[config.mk]
export PLATFORM = sky130hd
export DESIGN_NAME = stat_irq_ctrl
export DESIGN_NICKNAME = d
export VERILOG_FILES = /design/src/rtl/stat_irq_pkg.sv /design/src/rtl/stat_latch.sv /design/src/rtl/stat_regs.sv /design/src/rtl/irq_gen.sv /design/src/rtl/stat_irq_ctrl.sv
export SDC_FILE = /design/constraint.sdc
export NUM_CORES = 1
export LEC_CHECK = 0
export BUFFER_PORTS_ARGS = -buffer_cell sky130_fd_sc_hd__buf_4
export CAP_MARGIN = 20
export CORE_MARGIN = 10
export CORE_UTILIZATION = 45
export CTS_CLUSTER_SIZE = 8
export DETAILED_ROUTE_END_ITERATION = 10
export PLACE_DENSITY = 0.87
export SYNTH_ARGS = -nofsm -noshare
export SYNTH_HDL_FRONTEND = slang
export SYNTH_SLANG_ARGS = --single-unit
export TNS_END_PERCENT = 1
[constraint.sdc]
create_clock -name clk -period 4.2 [get_ports clk]
set_clock_uncertainty 0.2 [all_clocks]
set_input_delay 1.05 -clock clk [delete_from_list [all_inputs] [get_ports clk]]
set_output_delay 1.05 -clock clk [all_outputs]
set_load 0.01 [all_outputs]
[src/rtl/stat_irq_pkg.sv]
package stat_irq_pkg;
    localparam int REG_AW = 3;

    typedef enum logic [REG_AW-1:0] {
        SEL_LIVE   = 3'd0,
        SEL_STICKY = 3'd1,
        SEL_ENABLE = 3'd2,
        SEL_MODE   = 3'd3,
        SEL_VECTOR = 3'd4,
        SEL_STEER  = 3'd5
    } reg_sel_e;
endpackage

[src/rtl/stat_latch.sv]
module stat_latch #(
    parameter int NCH = 8
) (
    input  logic           clk,
    input  logic           rst_n,
    input  logic [NCH-1:0] cond_i,
    input  logic           level_i,
    input  logic [NCH-1:0] clr_i,
    output logic [NCH-1:0] sticky_o
);
    typedef struct packed {
        logic [NCH-1:0] sticky;
        logic [NCH-1:0] prev;
    } latch_st_t;

    latch_st_t st_d, st_q;
    logic [NCH-1:0] set_v;

    always_comb begin
        set_v        = level_i ? cond_i : (cond_i & ~st_q.prev);
        st_d.prev    = cond_i;
        st_d.sticky  = (st_q.sticky & ~clr_i) | set_v;
    end

    always_ff @(posedge clk or negedge rst_n) begin
        if (!rst_n) st_q <= '0;
        else        st_q <= st_d;
    end

    assign sticky_o = st_q.sticky;

    // a set bit survives unless a clear hits it
    a_r2_sticky_hold: assert property (@(posedge clk) disable iff (!rst_n)
        1'b1 |=> ((st_q.sticky & $past(st_q.sticky & ~clr_i)) == $past(st_q.sticky & ~clr_i)));
    // a cleared bit with no set event reads 0 next cycle
    a_r3_w1c_clears: assert property (@(posedge clk) disable iff (!rst_n)
        (|(clr_i & ~set_v)) |=> ((st_q.sticky & $past(clr_i & ~set_v)) == '0));
    // set has priority over a same-cycle clear
    a_r6_set_wins: assert property (@(posedge clk) disable iff (!rst_n)
        (|(clr_i & set_v)) |=> ((st_q.sticky & $past(clr_i & set_v)) == $past(clr_i & set_v)));
endmodule

[src/rtl/stat_regs.sv]
module stat_regs
    import stat_irq_pkg::*;
#(
    parameter int NCH   = 8,
    parameter int VEC_W = 8,
    parameter int DW    = 32
) (
    input  logic              clk,
    input  logic              rst_n,
    input  logic              we_i,
    input  logic [REG_AW-1:0] addr_i,
    input  logic [DW-1:0]     wdata_i,
    input  logic [NCH-1:0]    cond_i,
    input  logic [NCH-1:0]    sticky_i,
    output logic [NCH-1:0]    enable_o,
    output logic              level_o,
    output logic [VEC_W-1:0]  vec_o,
    output logic              steer_o,
    output logic [NCH-1:0]    clr_o,
    output logic              clr_any_o,
    output logic [DW-1:0]     rdata_o
);
    typedef struct packed {
        logic [NCH-1:0]   enable;
        logic             level;
        logic [VEC_W-1:0] vec;
        logic             steer;
        logic [DW-1:0]    rdata;
    } regs_st_t;

    regs_st_t st_d, st_q;
    reg_sel_e sel;

    always_comb begin
        sel   = reg_sel_e'(addr_i);
        st_d  = st_q;
        clr_o = '0;
        if (we_i) begin
            case (sel)
                SEL_STICKY: clr_o        = wdata_i[NCH-1:0];
                SEL_ENABLE: st_d.enable  = wdata_i[NCH-1:0];
                SEL_MODE:   st_d.level   = wdata_i[0];
                SEL_VECTOR: st_d.vec     = wdata_i[VEC_W-1:0];
                SEL_STEER:  st_d.steer   = wdata_i[0];
                default:    ;
            endcase
        end
        case (sel)
            SEL_LIVE:   st_d.rdata = DW'(cond_i);
            SEL_STICKY: st_d.rdata = DW'(sticky_i);
            SEL_ENABLE: st_d.rdata = DW'(st_q.enable);
            SEL_MODE:   st_d.rdata = DW'(st_q.level);
            SEL_VECTOR: st_d.rdata = DW'(st_q.vec);
            SEL_STEER:  st_d.rdata = DW'(st_q.steer);
            default:    st_d.rdata = '0;
        endcase
        clr_any_o = |clr_o;
    end

    always_ff @(posedge clk or negedge rst_n) begin
        if (!rst_n) st_q <= '0;
        else        st_q <= st_d;
    end

    assign enable_o = st_q.enable;
    assign level_o  = st_q.level;
    assign vec_o    = st_q.vec;
    assign steer_o  = st_q.steer;
    assign rdata_o  = st_q.rdata;

    // configuration changes only through a write
    a_r12_cfg_stable: assert property (@(posedge clk) disable iff (!rst_n)
        !we_i |=> ($stable(st_q.enable) && $stable(st_q.vec) && $stable(st_q.level) && $stable(st_q.steer)));
endmodule

[src/rtl/irq_gen.sv]
module irq_gen #(
    parameter int NCH = 8
) (
    input  logic           clk,
    input  logic           rst_n,
    input  logic [NCH-1:0] sticky_i,
    input  logic [NCH-1:0] enable_i,
    input  logic           clr_any_i,
    input  logic           steer_i,
    output logic           host_o,
    output logic           local_o
);
    typedef struct packed {
        logic armed;
        logic host;
        logic loc;
    } irq_st_t;

    irq_st_t st_d, st_q;
    logic fire;

    always_comb begin
        fire       = st_q.armed && (|(sticky_i & enable_i));
        st_d.host  = fire && !steer_i;
        st_d.loc   = fire && steer_i;
        if (clr_any_i)  st_d.armed = 1'b1;
        else if (fire)  st_d.armed = 1'b0;
        else            st_d.armed = st_q.armed;
    end

    always_ff @(posedge clk or negedge rst_n) begin
        if (!rst_n) st_q <= '{armed: 1'b1, host: 1'b0, loc: 1'b0};
        else        st_q <= st_d;
    end

    assign host_o  = st_q.host;
    assign local_o = st_q.loc;

    // a disarmed block with no clearing write stays silent
    a_r9_blocked: assert property (@(posedge clk) disable iff (!rst_n)
        (!st_q.armed && !clr_any_i) |=> !(host_o || local_o));
    // at most one destination per pulse
    a_r10_one_dest: assert property (@(posedge clk) disable iff (!rst_n)
        $onehot0({host_o, local_o}));
    // a pulse needs an enabled sticky bit one cycle earlier
    a_r8_needs_enabled: assert property (@(posedge clk) disable iff (!rst_n)
        ((sticky_i & enable_i) == '0) |=> !(host_o || local_o));
endmodule

[src/rtl/stat_irq_ctrl.sv]
module stat_irq_ctrl
    import stat_irq_pkg::*;
#(
    parameter int NCH   = 8,
    parameter int VEC_W = 8,
    parameter int DW    = 32
) (
    input  logic              clk,
    input  logic              rst_n,
    input  logic [NCH-1:0]    cond_i,
    input  logic              reg_we_i,
    input  logic [REG_AW-1:0] reg_addr_i,
    input  logic [DW-1:0]     reg_wdata_i,
    output logic [DW-1:0]     reg_rdata_o,
    output logic              irq_host_o,
    output logic              irq_local_o,
    output logic [VEC_W-1:0]  irq_vec_o
);
    logic [NCH-1:0] sticky, enable, clr;
    logic           level, steer, clr_any;
    wire            unused_wdata_hi = ^reg_wdata_i;

    initial begin
        assert (NCH >= 1 && NCH <= 32 && NCH <= DW && VEC_W <= DW)
            else $error("stat_irq_ctrl: bad parameter set");
    end

    stat_regs #(.NCH(NCH), .VEC_W(VEC_W), .DW(DW)) u_regs (
        .clk       (clk),
        .rst_n     (rst_n),
        .we_i      (reg_we_i),
        .addr_i    (reg_addr_i),
        .wdata_i   (reg_wdata_i),
        .cond_i    (cond_i),
        .sticky_i  (sticky),
        .enable_o  (enable),
        .level_o   (level),
        .vec_o     (irq_vec_o),
        .steer_o   (steer),
        .clr_o     (clr),
        .clr_any_o (clr_any),
        .rdata_o   (reg_rdata_o)
    );

    stat_latch #(.NCH(NCH)) u_latch (
        .clk      (clk),
        .rst_n    (rst_n),
        .cond_i   (cond_i),
        .level_i  (level),
        .clr_i    (clr),
        .sticky_o (sticky)
    );

    irq_gen #(.NCH(NCH)) u_irq (
        .clk       (clk),
        .rst_n     (rst_n),
        .sticky_i  (sticky),
        .enable_i  (enable),
        .clr_any_i (clr_any),
        .steer_i   (steer),
        .host_o    (irq_host_o),
        .local_o   (irq_local_o)
    );
endmodule

==> flow_metrics.py <==
metrics = {
    "worst_hold_path": {
        "hold_path.class": "reg -> reg",
    },
    "yosys": {
        "avgSynthCellArea_sq_um": 12.0,
        "yosys-top-cells-area": "dfrtp_1 53%, mux2_2 14%, buf_4 8.6%, a22o_1 4.2%, nand2_1 3.6%",
        "synth_common_cells": "44 x dfrtp_1, 26 x mux2_2, 24 x buf_4",
        "synth.distinct_cells": 27,
        "yosys_warnings": 0,
        "synth_top_area_cell": "dfrtp_1",
        "async_flop_share_pct": 100,
        "synth_edf_count": 0,
        "synthMostInstantiatedCell": "dfrtp_1",
        "ys_seq_area_share_pct": 53.8,
        "synth_flop_cell": "dfrtp_1",
        "synth_top_area_share_pct": 52.6,
        "synth_area_sq_mm": 0.00209,
        "synth_seq_cells": 45,
        "synthCells": 174,
    },
    "status": {
        "status": "finished, final reports clean",
    },
    "grt": {
        "overflow": 0,
        "grt_max_degree": 46,
        "track_usage_pct": 13.2,
        "grt_pass1_wl_microns": 7730,
        "grt_pass1_vias": 1516,
        "grt_antenna_before_repair": 0,
    },
    "clock_network": {
        "insertion_delay_ns": 0.32,
        "cts.sinks": 45,
        "numCtsBuffers": 5,
        "clk_pin_slew_ns": 0.09,
        "postCtsSetupRepairBufs": 0,
        "clock_path_buffers": 2,
        "cts_resized": 0,
        "hold_buffers": 0,
        "h-tree-depth": 2,
        "cts_tree": "done",
        "root_buffer": "clkbuf_8",
    },
    "critical_path": {
        "cp_slowest_cell": "nor3_2",
        "cp-endpoint": "u_regs.vec_o[6]",
        "crit_path_cell_trace": "buf_4 -> nand2_1 -> nor3_2 -> mux2_2",
        "r2r_slack_ns": 2.61,
        "path_depth": 4,
        "critPathCaptureType": "flip-flop",
        "cp.required_ns": 4.20,
        "r2r-end": "u_irq.st_q[2]",
        "timing.rr.start": "u_latch.sticky_o[7]",
        "critPathMaxFanout": 16,
        "path_buf_inv": 1,
        "rr_worst_depth": 3,
        "cpPeakStageDelay_ns": 0.65,
        "cp-startpoint": "reg_addr_i[2]",
        "cp_top_family": "simple AND/OR/NAND/NOR gates",
        "crit_type": "in -> reg",
        "arrival_ns": 2.44,
        "cp-start-kind": "input port",
    },
    "sta": {
        "worstMarginPinSlew_ns": 0.959,
        "setup_tns_ns": 0,
        "final.min_clock_period_ns": 2.45,
        "fin_ws_ns": 1.75,
        "rsz0062_at_grt": "no",
        "whs_ns": 0.299,
        "fmax_mhz": 409,
        "relSlewSlack_pct": 36.0,
        "setup-violations-final": 0,
        "hold_viol": 0,
        "period_share_pct": 58.3,
        "drv_slew": 0,
    },
    "power_and_ir_drop": {
        "vdd_drop_max_mv": 0.287,
        "power_density_mw_per_mm2": 421,
        "leakage_nw": 1.10,
    },
    "routing": {
        "firstDrtPassIters": 4,
        "routed_via_density": 5.49,
        "wl_microns": 5040,
        "dr_total_vias": 1461,
        "drt_iter0_markers": 89,
        "drc": 0,
        "ant_nets": 0,
        "wire_per_inst_microns": 19.0,
    },
    "floorplan": {
        "pin_count": 88,
        "rows": 24,
        "die_h_microns": 88.2,
        "start_util_pct": 47.1,
        "die_x_microns": 88.2,
        "core-area_sq_mm": 0.00444,
        "floorplan.die_area_sq_mm": 0.00778,
    },
    "place": {
        "io_buffers": 39,
        "dpl_worst_slack_ns": 1.42,
        "dp_hpwl_microns": 3590,
        "routabilityCongestion": 0.819,
    },
    "final_layout": {
        "area_delta_synth_final_pct": 15.7,
        "antenna_cells": 0,
        "fillers": 401,
        "multi_input_area_sq_um": 837,
        "regArea_sq_mm": 0.00113,
        "fin_nets": 259,
        "fin_util_pct": 54.5,
        "drive_gt1_share_pct": 36.4,
    },
    "job": {
        "maxCapViolCount": 0,
    },
}
cell families (layout without fill, tap and decap cells):
| family | Yosys count | after routing | synth area share (%) |
|---|---|---|---|
| multiplexers | 26 | 26 | 14.0 |
| AO/OA/AOI/OAI | 32 | 32 | 11.4 |
| flip-flops | 45 | 45 | 53.8 |
| buffers and inverters | 33 | 50 | 10.3 |
| AND/OR/NAND/NOR | 37 | 37 | 10.3 |
| other | 1 | 24 | 0.179 |
layout by cell type, fill, tap and decap left out:
cell type and n:
and4b_1 1, nand4b_1 1, mux2_2 26, dfrtp_1 44
a211oi_1 2, a31oi_1 1, nand2b_1 8, a22oi_1 7
nor3_2 1, a221oi_1 3, clkbuf_8 5, nand2_1 20
inv_6 1, a22o_1 10, nor4_1 2, o21ai_0 8
conb_1 24, nor4b_4 1, nor2b_1 1, a32o_1 1
buf_4 39, clkinv_2 1, clkinvlp_4 1, inv_1 2
inv_2 1, and4bb_2 1, nor3b_1 1, dfstp_2 1
metrics by stage:
stage	cells	cell area [sq um]	total power, mW
2_1_floorplan	197	2180	0.661
3_3_place_gp	258	2330	0.737
3_5_place_dp	258	2330	0.748
4_1_cts	266	2420	1.02
5_1_grt	266	2420	1.07
6_report	266	2420	1.02
per-layer routing:
metal	track usage (%)	share of wire, %	vias to the layer above
met4	6.17	2.0	0
met5	0	0	-
met3	5.33	8.4	12
met1	14.8	40	739
li1	-	-	652
met2	21.4	50	58
report_power, final:
group	leakage [nW]	total, mW	internal, mW	switching, mW
logic	0.528	0.208	0.110	0.0974
registers	0.523	0.532	0.489	0.0436
clock network	0.0445	0.279	0.118	0.161
how the worst min path moves through the flow:
stage	startpoint	end	slack, ns	cells past startpoint
floorplan	u_regs.steer_o	u_irq.host_o	0.22	1
global placement	u_regs.steer_o	u_irq.host_o	0.26	1
detailed placement	u_regs.steer_o	u_irq.host_o	0.28	1
CTS	u_regs.steer_o	u_irq.host_o	0.29	1
global route	u_regs.steer_o	u_irq.host_o	0.31	1
finish	u_regs.steer_o	u_irq.host_o	0.30	1
layout make-up:
type / count / share of cell area, %
Clock buffer: 5 / 2.84
Clock inverter: 3 / 0.878
Inverter: 3 / 0.465
Multi-Input combinational cell: 119 / 34.5
Sequential cell: 45 / 46.5
Tap cell: 52 / 2.68
Timing Repair Buffer: 39 / 12.1
state kept, by name, indices dropped and copies added, names as in the netlist:
name              cells
u_regs.level_o        1
u_regs.steer_o        1
u_irq.local_o         1
u_latch.sticky_o      8
u_irq.host_o          1
u_regs.vec_o          8
u_regs.rdata_o        8
u_latch.st_q          8
u_irq.st_q            1
u_regs.enable_o       8
Power figures use the tool's default switching activity.
